[src/rtl/pal_sop_pkg.sv]
package pal_sop_pkg;
  parameter int unsigned NUM_IN    = 8;
  parameter int unsigned NUM_FB    = 8;
  parameter int unsigned NUM_GRP   = 8;
  parameter int unsigned GRP_TERMS = 8;

  localparam int unsigned NUM_SIG = NUM_IN + NUM_FB;
  localparam int unsigned NUM_COL = 2 * NUM_SIG;
  localparam int unsigned NUM_ROW = NUM_GRP * GRP_TERMS;
  localparam int unsigned ADDR_W  = $clog2(NUM_ROW);

  typedef logic [NUM_COL-1:0] fuse_row_t;
endpackage

[src/rtl/pal_fuse_store.sv]
module pal_fuse_store #(
  parameter int unsigned NROW = 64,
  parameter int unsigned NCOL = 32,
  parameter int unsigned AW   = 6
) (
  input  logic                      clk_i,
  input  logic                      rst_ni,
  input  logic                      wr_en_i,
  input  logic [AW-1:0]             wr_addr_i,
  input  logic [NCOL-1:0]           wr_data_i,
  output logic [NROW-1:0][NCOL-1:0] fuse_o,
  output logic [NROW-1:0]           used_o
);
  for (genvar r = 0; r < NROW; r++) begin : g_row
    logic hit;
    assign hit = wr_en_i && (wr_addr_i == AW'(r));
    always_ff @(posedge clk_i or negedge rst_ni) begin
      if (!rst_ni) begin
        fuse_o[r] <= '0;
        used_o[r] <= 1'b0;
      end else if (hit) begin
        fuse_o[r] <= wr_data_i;
        used_o[r] <= 1'b1;
      end
    end
  end
endmodule

[src/rtl/pal_and_plane.sv]
module pal_and_plane #(
  parameter int unsigned NIN  = 8,
  parameter int unsigned NFB  = 8,
  parameter int unsigned NROW = 64,
  localparam int unsigned NSIG = NIN + NFB,
  localparam int unsigned NCOL = 2 * NSIG
) (
  input  logic [NIN-1:0]            in_i,
  input  logic [NFB-1:0]            fb_i,
  input  logic [NROW-1:0][NCOL-1:0] fuse_i,
  output logic [NROW-1:0]           term_o
);
  logic [NSIG-1:0] sig;
  logic [NCOL-1:0] col;

  assign sig = {fb_i, in_i};

  for (genvar s = 0; s < NSIG; s++) begin : g_col
    assign col[2*s]   = sig[s];
    assign col[2*s+1] = ~sig[s];
  end

  // Unconnected columns are forced high; blank rows AND to 1, clashing pairs to 0.
  for (genvar r = 0; r < NROW; r++) begin : g_term
    assign term_o[r] = &(col | ~fuse_i[r]);
  end
endmodule

[src/rtl/pal_or_plane.sv]
module pal_or_plane #(
  parameter int unsigned NGRP  = 8,
  parameter int unsigned TERMS = 8,
  localparam int unsigned NROW = NGRP * TERMS
) (
  input  logic [NROW-1:0] term_i,
  input  logic [NROW-1:0] used_i,
  input  logic [NGRP-1:0] io_mode_i,
  output logic [NGRP-1:0] sum_o,
  output logic [NGRP-1:0] en_o
);
  for (genvar g = 0; g < NGRP; g++) begin : g_grp
    localparam int unsigned BASE = g * TERMS;
    logic [TERMS-1:0] live;
    logic             head_any;
    logic             tail;
    assign live     = term_i[BASE +: TERMS] & used_i[BASE +: TERMS];
    assign head_any = |live[TERMS-2:0];
    assign tail     = live[TERMS-1] & ~io_mode_i[g];
    assign sum_o[g] = head_any | tail;
    assign en_o[g]  = io_mode_i[g] ? term_i[BASE+TERMS-1] : 1'b1;
  end
endmodule

[src/rtl/pal_sop_array.sv]
module pal_sop_array
  import pal_sop_pkg::*;
#(
  parameter int unsigned N_IN  = NUM_IN,
  parameter int unsigned N_FB  = NUM_FB,
  parameter int unsigned N_GRP = NUM_GRP,
  parameter int unsigned N_TRM = GRP_TERMS,
  localparam int unsigned N_COL = 2 * (N_IN + N_FB),
  localparam int unsigned N_ROW = N_GRP * N_TRM,
  localparam int unsigned AW    = $clog2(N_ROW)
) (
  input  logic             clk_i,
  input  logic             rst_ni,
  input  logic             wr_en_i,
  input  logic [AW-1:0]    wr_addr_i,
  input  logic [N_COL-1:0] wr_data_i,
  input  logic [N_IN-1:0]  in_i,
  input  logic [N_FB-1:0]  fb_i,
  input  logic [N_GRP-1:0] io_mode_i,
  output logic [N_ROW-1:0] term_o,
  output logic [N_GRP-1:0] sum_o,
  output logic [N_GRP-1:0] en_o
);
  logic [N_ROW-1:0][N_COL-1:0] fuse;
  logic [N_ROW-1:0]            used;

  pal_fuse_store #(.NROW(N_ROW), .NCOL(N_COL), .AW(AW)) u_store (
    .clk_i    (clk_i),
    .rst_ni   (rst_ni),
    .wr_en_i  (wr_en_i),
    .wr_addr_i(wr_addr_i),
    .wr_data_i(wr_data_i),
    .fuse_o   (fuse),
    .used_o   (used)
  );

  pal_and_plane #(.NIN(N_IN), .NFB(N_FB), .NROW(N_ROW)) u_and (
    .in_i  (in_i),
    .fb_i  (fb_i),
    .fuse_i(fuse),
    .term_o(term_o)
  );

  pal_or_plane #(.NGRP(N_GRP), .TERMS(N_TRM)) u_or (
    .term_i   (term_o),
    .used_i   (used),
    .io_mode_i(io_mode_i),
    .sum_o    (sum_o),
    .en_o     (en_o)
  );
endmodule

[config.mk]
export PLATFORM = sky130hd
export DESIGN_NAME = pal_sop_array
export DESIGN_NICKNAME = d
export VERILOG_FILES = /design/src/rtl/pal_sop_pkg.sv /design/src/rtl/pal_fuse_store.sv /design/src/rtl/pal_and_plane.sv /design/src/rtl/pal_or_plane.sv /design/src/rtl/pal_sop_array.sv
export SDC_FILE = /design/constraint.sdc
export NUM_CORES = 2
export LEC_CHECK = 0
export BUFFER_PORTS_ARGS = -buffer_cell sky130_fd_sc_hd__buf_2
export CAP_MARGIN = 10
export CELL_PAD_IN_SITES_DETAIL_PLACEMENT = 2
export CELL_PAD_IN_SITES_GLOBAL_PLACEMENT = 2
export CORE_UTILIZATION = 50
export CTS_CLUSTER_DIAMETER = 30
export DETAILED_ROUTE_END_ITERATION = 8
export PLACE_DENSITY_LB_ADDON = 0.1
export SYNTH_ARGS = -nofsm -noshare
export SYNTH_HDL_FRONTEND = slang
export SYNTH_HIERARCHICAL = 1
export SYNTH_SLANG_ARGS = --single-unit
export TNS_END_PERCENT = 10
[constraint.sdc]
create_clock -name clk_i -period 3.7 [get_ports clk_i]
set_input_delay 0.925 -clock clk_i [delete_from_list [all_inputs] [get_ports clk_i]]
set_output_delay 0.925 -clock clk_i [all_outputs]
set_load 0.03 [all_outputs]
==> impl_metrics.csv, run 1 <==
group,metric,value,unit
logic_synthesis,syn_area,92800,um2
logic_synthesis,synth_edf_count,0,
placement,port_buffers,144,
clock_network,hold_buffers,1,
clock_network,cts-resized-gates,277,
logic_synthesis,yosysTopAreaCellShare,57.0,%
floorplanning,die_h,433,um
logic_synthesis,async_reset_ff_share,100,%
logic_synthesis,ys_ff_latch,2112,
clock_network,root_buffer,"clkbuf_16",
placement,hpwl,192000,um
outcome,tool.error,"[ERROR DPL-0033] detailed placement checks failed during check placement.",
floorplanning,initial_core_util,50.5,%
placement,gp_congestion,0.791,
floorplanning,rows,157,
floorplanning,ios,145,
logic_synthesis,syn-num-nets,6315,
logic_synthesis,yosys.area.top_type,"dfrtp_1",
logic_synthesis,synth.top_cells.by_area,"dfrtp_1 57%, mux2_2 25%, mux2i_1 11%, nand4_1 1.8%, buf_2 1.2%",
outcome,outcome,"stopped before the end",
outcome,failing_step,"clock tree synthesis (4_1_cts)",
placement,placed_area,99600,um2
logic_synthesis,yosysSeqAreaShare,57.0,%
clock_network,htreeDepth,5,
logic_synthesis,post-synth-top-count-cell,"dfrtp_1",
clock_network,cts_setup_buffers,92,
clock_network,cts-buffers-inserted,484,
logic_synthesis,syn-mean-instance-area,14.8,um2
clock_network,clockBufferDepth,4,
logic_synthesis,ys_types,29,
logic_synthesis,synthCells,6250,
logic_synthesis,yosys_warnings,6,
logic_synthesis,synth_commonest_cells,"2,112 x dfrtp_1, 2,038 x mux2_2, 1,024 x mux2i_1",
logic_synthesis,ys.flop_type,"dfrtp_1",
floorplanning,die_x,433,um
clock_network,clock-sinks,2112,
-- stage by stage --
stage | std cells | worst slack (ns)
detailed placement | 8842 | -0.640
global placement | 8842 | -0.532
floorplan | 6250 | -0.00864
-- kinds of logic after synthesis --
group	Yosys count	synth area share (%)
flops	2112	57.0
mux	3072	35.9
compound gates	24	0.216
simple gates	496	3.72
buf+inv	546	3.17
==> run 2, diff against run 1 <==
- CELL_PAD_IN_SITES_DETAIL_PLACEMENT: 2 -> not set
- CELL_PAD_IN_SITES_GLOBAL_PLACEMENT: 2 -> not set
- CORE_UTILIZATION: 50 -> 40
- CTS_CLUSTER_DIAMETER: 30 -> not set
- PLACE_DENSITY_LB_ADDON: 0.1 -> 0.15
==> run 2 against run 1 <==
The flow now finishes, with violations (negative setup slack). Area after synthesis unchanged. Synthesized cell count unchanged.
==> impl_metrics.csv, run 2 <==
group,metric,value,unit
power,p_comb_share,15.6,%
floorplanning,ios,145,
worst_setup_path,rr_worst_depth,1,
floorplanning,core_area,230000,um2
cells_and_area,largestRegisters,"u_store/fuse_o x2048, u_store/used_o x64",
cells_and_area,areaGrowthSynthToFinish,17.2,%
logic_synthesis,syn-mean-instance-area,14.8,um2
worst_setup_path,r2r_slack,2.89,ns
global_route,globalRouteOverflowTotal,0,
flow_run,maxCapViolCount,0,
routing,route.detailed.drc,0,
floorplanning,die_h,484,um
logic_synthesis,async_reset_ff_share,100,%
hold_path,hp-start,"u_store/used_o[49]",
worst_setup_path,path_max_fanout,14,
power,switching_share,26.5,%
floorplanning,die_x,484,um
worst_setup_path,path_class,"in -> out",
power,p_switching,16000,uW
timing,hold_slack,0.465,ns
power,clkPwrFrac,38.5,%
global_route,grtUsageTotal,23.6,%
clock_network,cts_tree,"done",
logic_synthesis,post-synth-top-count-cell,"dfrtp_1",
global_route,grt_pass1_wl,407000,um
worst_setup_path,rr_startpoint,"u_store/used_o[23]",
timing,finalCritPeriodShare,105,%
timing,slew_headroom,24.6,%
timing,fmax,0.258,GHz
clock_network,htreeDepth,4,
global_route,grt_pass1_vias,57085,
logic_synthesis,yosys.area.top_type,"dfrtp_1",
cells_and_area,drive_above_1_share,47.2,%
routing,wl_per_cell,28.1,um
power,power_density,555,nW/um2
clock_network,clkTransAtPathRegs,0.05,ns
cells_and_area,fin_nets,6667,
cells_and_area,final_common_cell,"dfrtp_1",
worst_setup_path,end_kind,"output port",
power,p_leak,0.0536,uW
clock_network,root_buffer,"clkbuf_16",
timing,rsz0062_at_grt,"yes",
worst_setup_path,critPathRequiredTime,2.77,ns
hold_path,hold_class,"reg -> reg",
logic_synthesis,synthCells,6250,
logic_synthesis,syn-num-nets,6315,
timing,finalMaxSlewViolations,0,
cells_and_area,largest_register_ff_count,2048,
placement,gp_congestion,0.775,
timing,fin_crit,3.87,ns
placement,port_buffers,144,
routing,ant_nets,0,
cells_and_area,multi_input_area,37500,um2
routing,drt_pre_antenna_iters,5,
logic_synthesis,yosys_warnings,6,
outcome,outcome,"finished with violations",
global_route,grt_max_degree,130,
cells_and_area,utilization,47.2,%
cells_and_area,final-seq-area,52900,um2
floorplanning,rows,176,
floorplanning,initial_core_util,40.3,%
logic_synthesis,synth_edf_count,0,
clock_network,clock-sinks,2112,
power,irDropWorstVdd,0.000433,V
routing,drtIter0Drc,3493,
logic_synthesis,yosysSeqAreaShare,57.0,%
hold_path,worstHoldEndpoint,"u_store/used_o[49]",
placement,dpl_worst_slack,-0.329,ns
worst_setup_path,critPathArrivalTime,2.95,ns
logic_synthesis,ys_types,29,
placement,hpwl,163000,um
worst_setup_path,cp-start-kind,"input pin",
cells_and_area,regMostFlops,"u_store/fuse_o",
timing,final_hold_viol_count,0,
logic_synthesis,synth_commonest_cells,"2,112 x dfrtp_1, 2,038 x mux2_2, 1,024 x mux2i_1",
logic_synthesis,syn_area,92800,um2
routing,via_count,54155,
timing,setup_viol,9,
clock_network,cts-buffers-inserted,225,
global_route,grt_antenna_before_repair,36,
logic_synthesis,ys.flop_type,"dfrtp_1",
timing,setup_ws,-0.172,ns
routing,wirelength,276000,um
floorplanning,dieArea,234000,um2
power,intPower,44300,uW
timing,tightest_slew,1.13,ns
logic_synthesis,yosysTopAreaCellShare,57.0,%
power,seqPwrFrac,45.9,%
hold_path,worstHoldPathCells,1,
worst_setup_path,reg2reg_to,"u_store/used_o[23]",
cells_and_area,final_cell_mix,"2,112 x dfrtp_1, 2,038 x mux2_2, 1,010 x mux2i_1",
timing,fin_skew,0,ns
cells_and_area,nFillCells,20117,
logic_synthesis,synth.top_cells.by_area,"dfrtp_1 57%, mux2_2 25%, mux2i_1 11%, nand4_1 1.8%, buf_2 1.2%",
clock_network,clk_latency,0.86,ns
routing,vias_per_cell,5.51,
logic_synthesis,ys_ff_latch,2112,
outcome,failed_checks,"negative setup slack",
clock_network,clockBufferDepth,3,
[run 2: cell counts after synthesis]
No cell type changed its count.
[run 2: repair_timing]
action | in CTS | in global routing
gates cloned | 2 | 0
setup buffers | 26 | 19
gates resized for setup | 59 | 42
hold buffers | 1 | 0
hold endpoints to repair | 13 | 0
endpoints found under the setup margin | 24 | 30
pin swaps | 31 | 28
[run 2: cell families (layout without fill, tap and decap cells)]
| kind of cell | count (synthesis) | in the layout | synth area share, % |
|---|---|---|---|
| AOI/OAI and AO/OA | 24 | 24 | 0.216 |
| other | 0 | 14 | 0 |
| DFF | 2112 | 2112 | 57.0 |
| buffers and inverters | 546 | 1080 | 3.17 |
| and+or+nand+nor | 496 | 496 | 3.72 |
| muxes | 3072 | 3072 | 35.9 |
[run 2: final cells by class]
class,instances,area share [%]
Antenna cell,14,0.0322
Clock buffer,354,6.40
Clock inverter,55,0.679
Multi-Input combinational cell,3592,34.5
Sequential cell,2112,48.6
Tap cell,3026,3.48
Timing Repair Buffer,671,6.33
[run 2: worst max-delay path, stage by stage]
cell	delay, ns
buf_6	0.18
buf_16	0.22
mux2i_1	0.24
nand4_1	0.21
nor4_2	0.33
a222oi_1	0.15
buf_4	0.17
nand4_1	0.27
buf_6	0.19
[run 2: worst max path at each step]
stage	from	endpoint	slack [ns]	cells after the start
6_report	fb_i[4]	sum_o[3]	-0.17	9
5_1_grt	fb_i[3]	sum_o[3]	-0.20	11
4_1_cts	u_store/fuse_o[979]	sum_o[3]	-0.15	8
3_5_place_dp	in_i[0]	sum_o[3]	-0.33	9
3_3_place_gp	in_i[0]	sum_o[3]	-0.36	9
2_1_floorplan	in_i[0]	sum_o[0]	-0.009	7
[run 2: through the flow]
stage	area (um2)	std cells	setup TNS (ns)	power (uW)
final	109000	9824	-0.779	60300
after global routing	109000	9815	-1.79	62900
after CTS	108000	9791	-0.950	60900
after detailed placement	100000	9353	-2.40	37400
after global placement	100000	9353	-2.63	37100
after floorplan	93000	6250	-0.0605	33500
[run 2: power by group through the flow]
stage / Sequential, uW / Combinational (uW) / Clock [uW]
finish: 27700 / 9400 / 23200
global route: 28100 / 10100 / 24700
CTS: 27700 / 9450 / 23800
detailed placement: 28100 / 9270 / 0
global placement: 28000 / 9110 / 0
floorplan: 27600 / 5850 / 0
[run 2: metal layers]
layer	routed length (um)	track usage, %
met5	0	0
met4	5520	5.32
met3	11000	2.71
met2	131000	38.0
met1	129000	34.2
No activity file was read; power rests on OpenSTA's default activity.
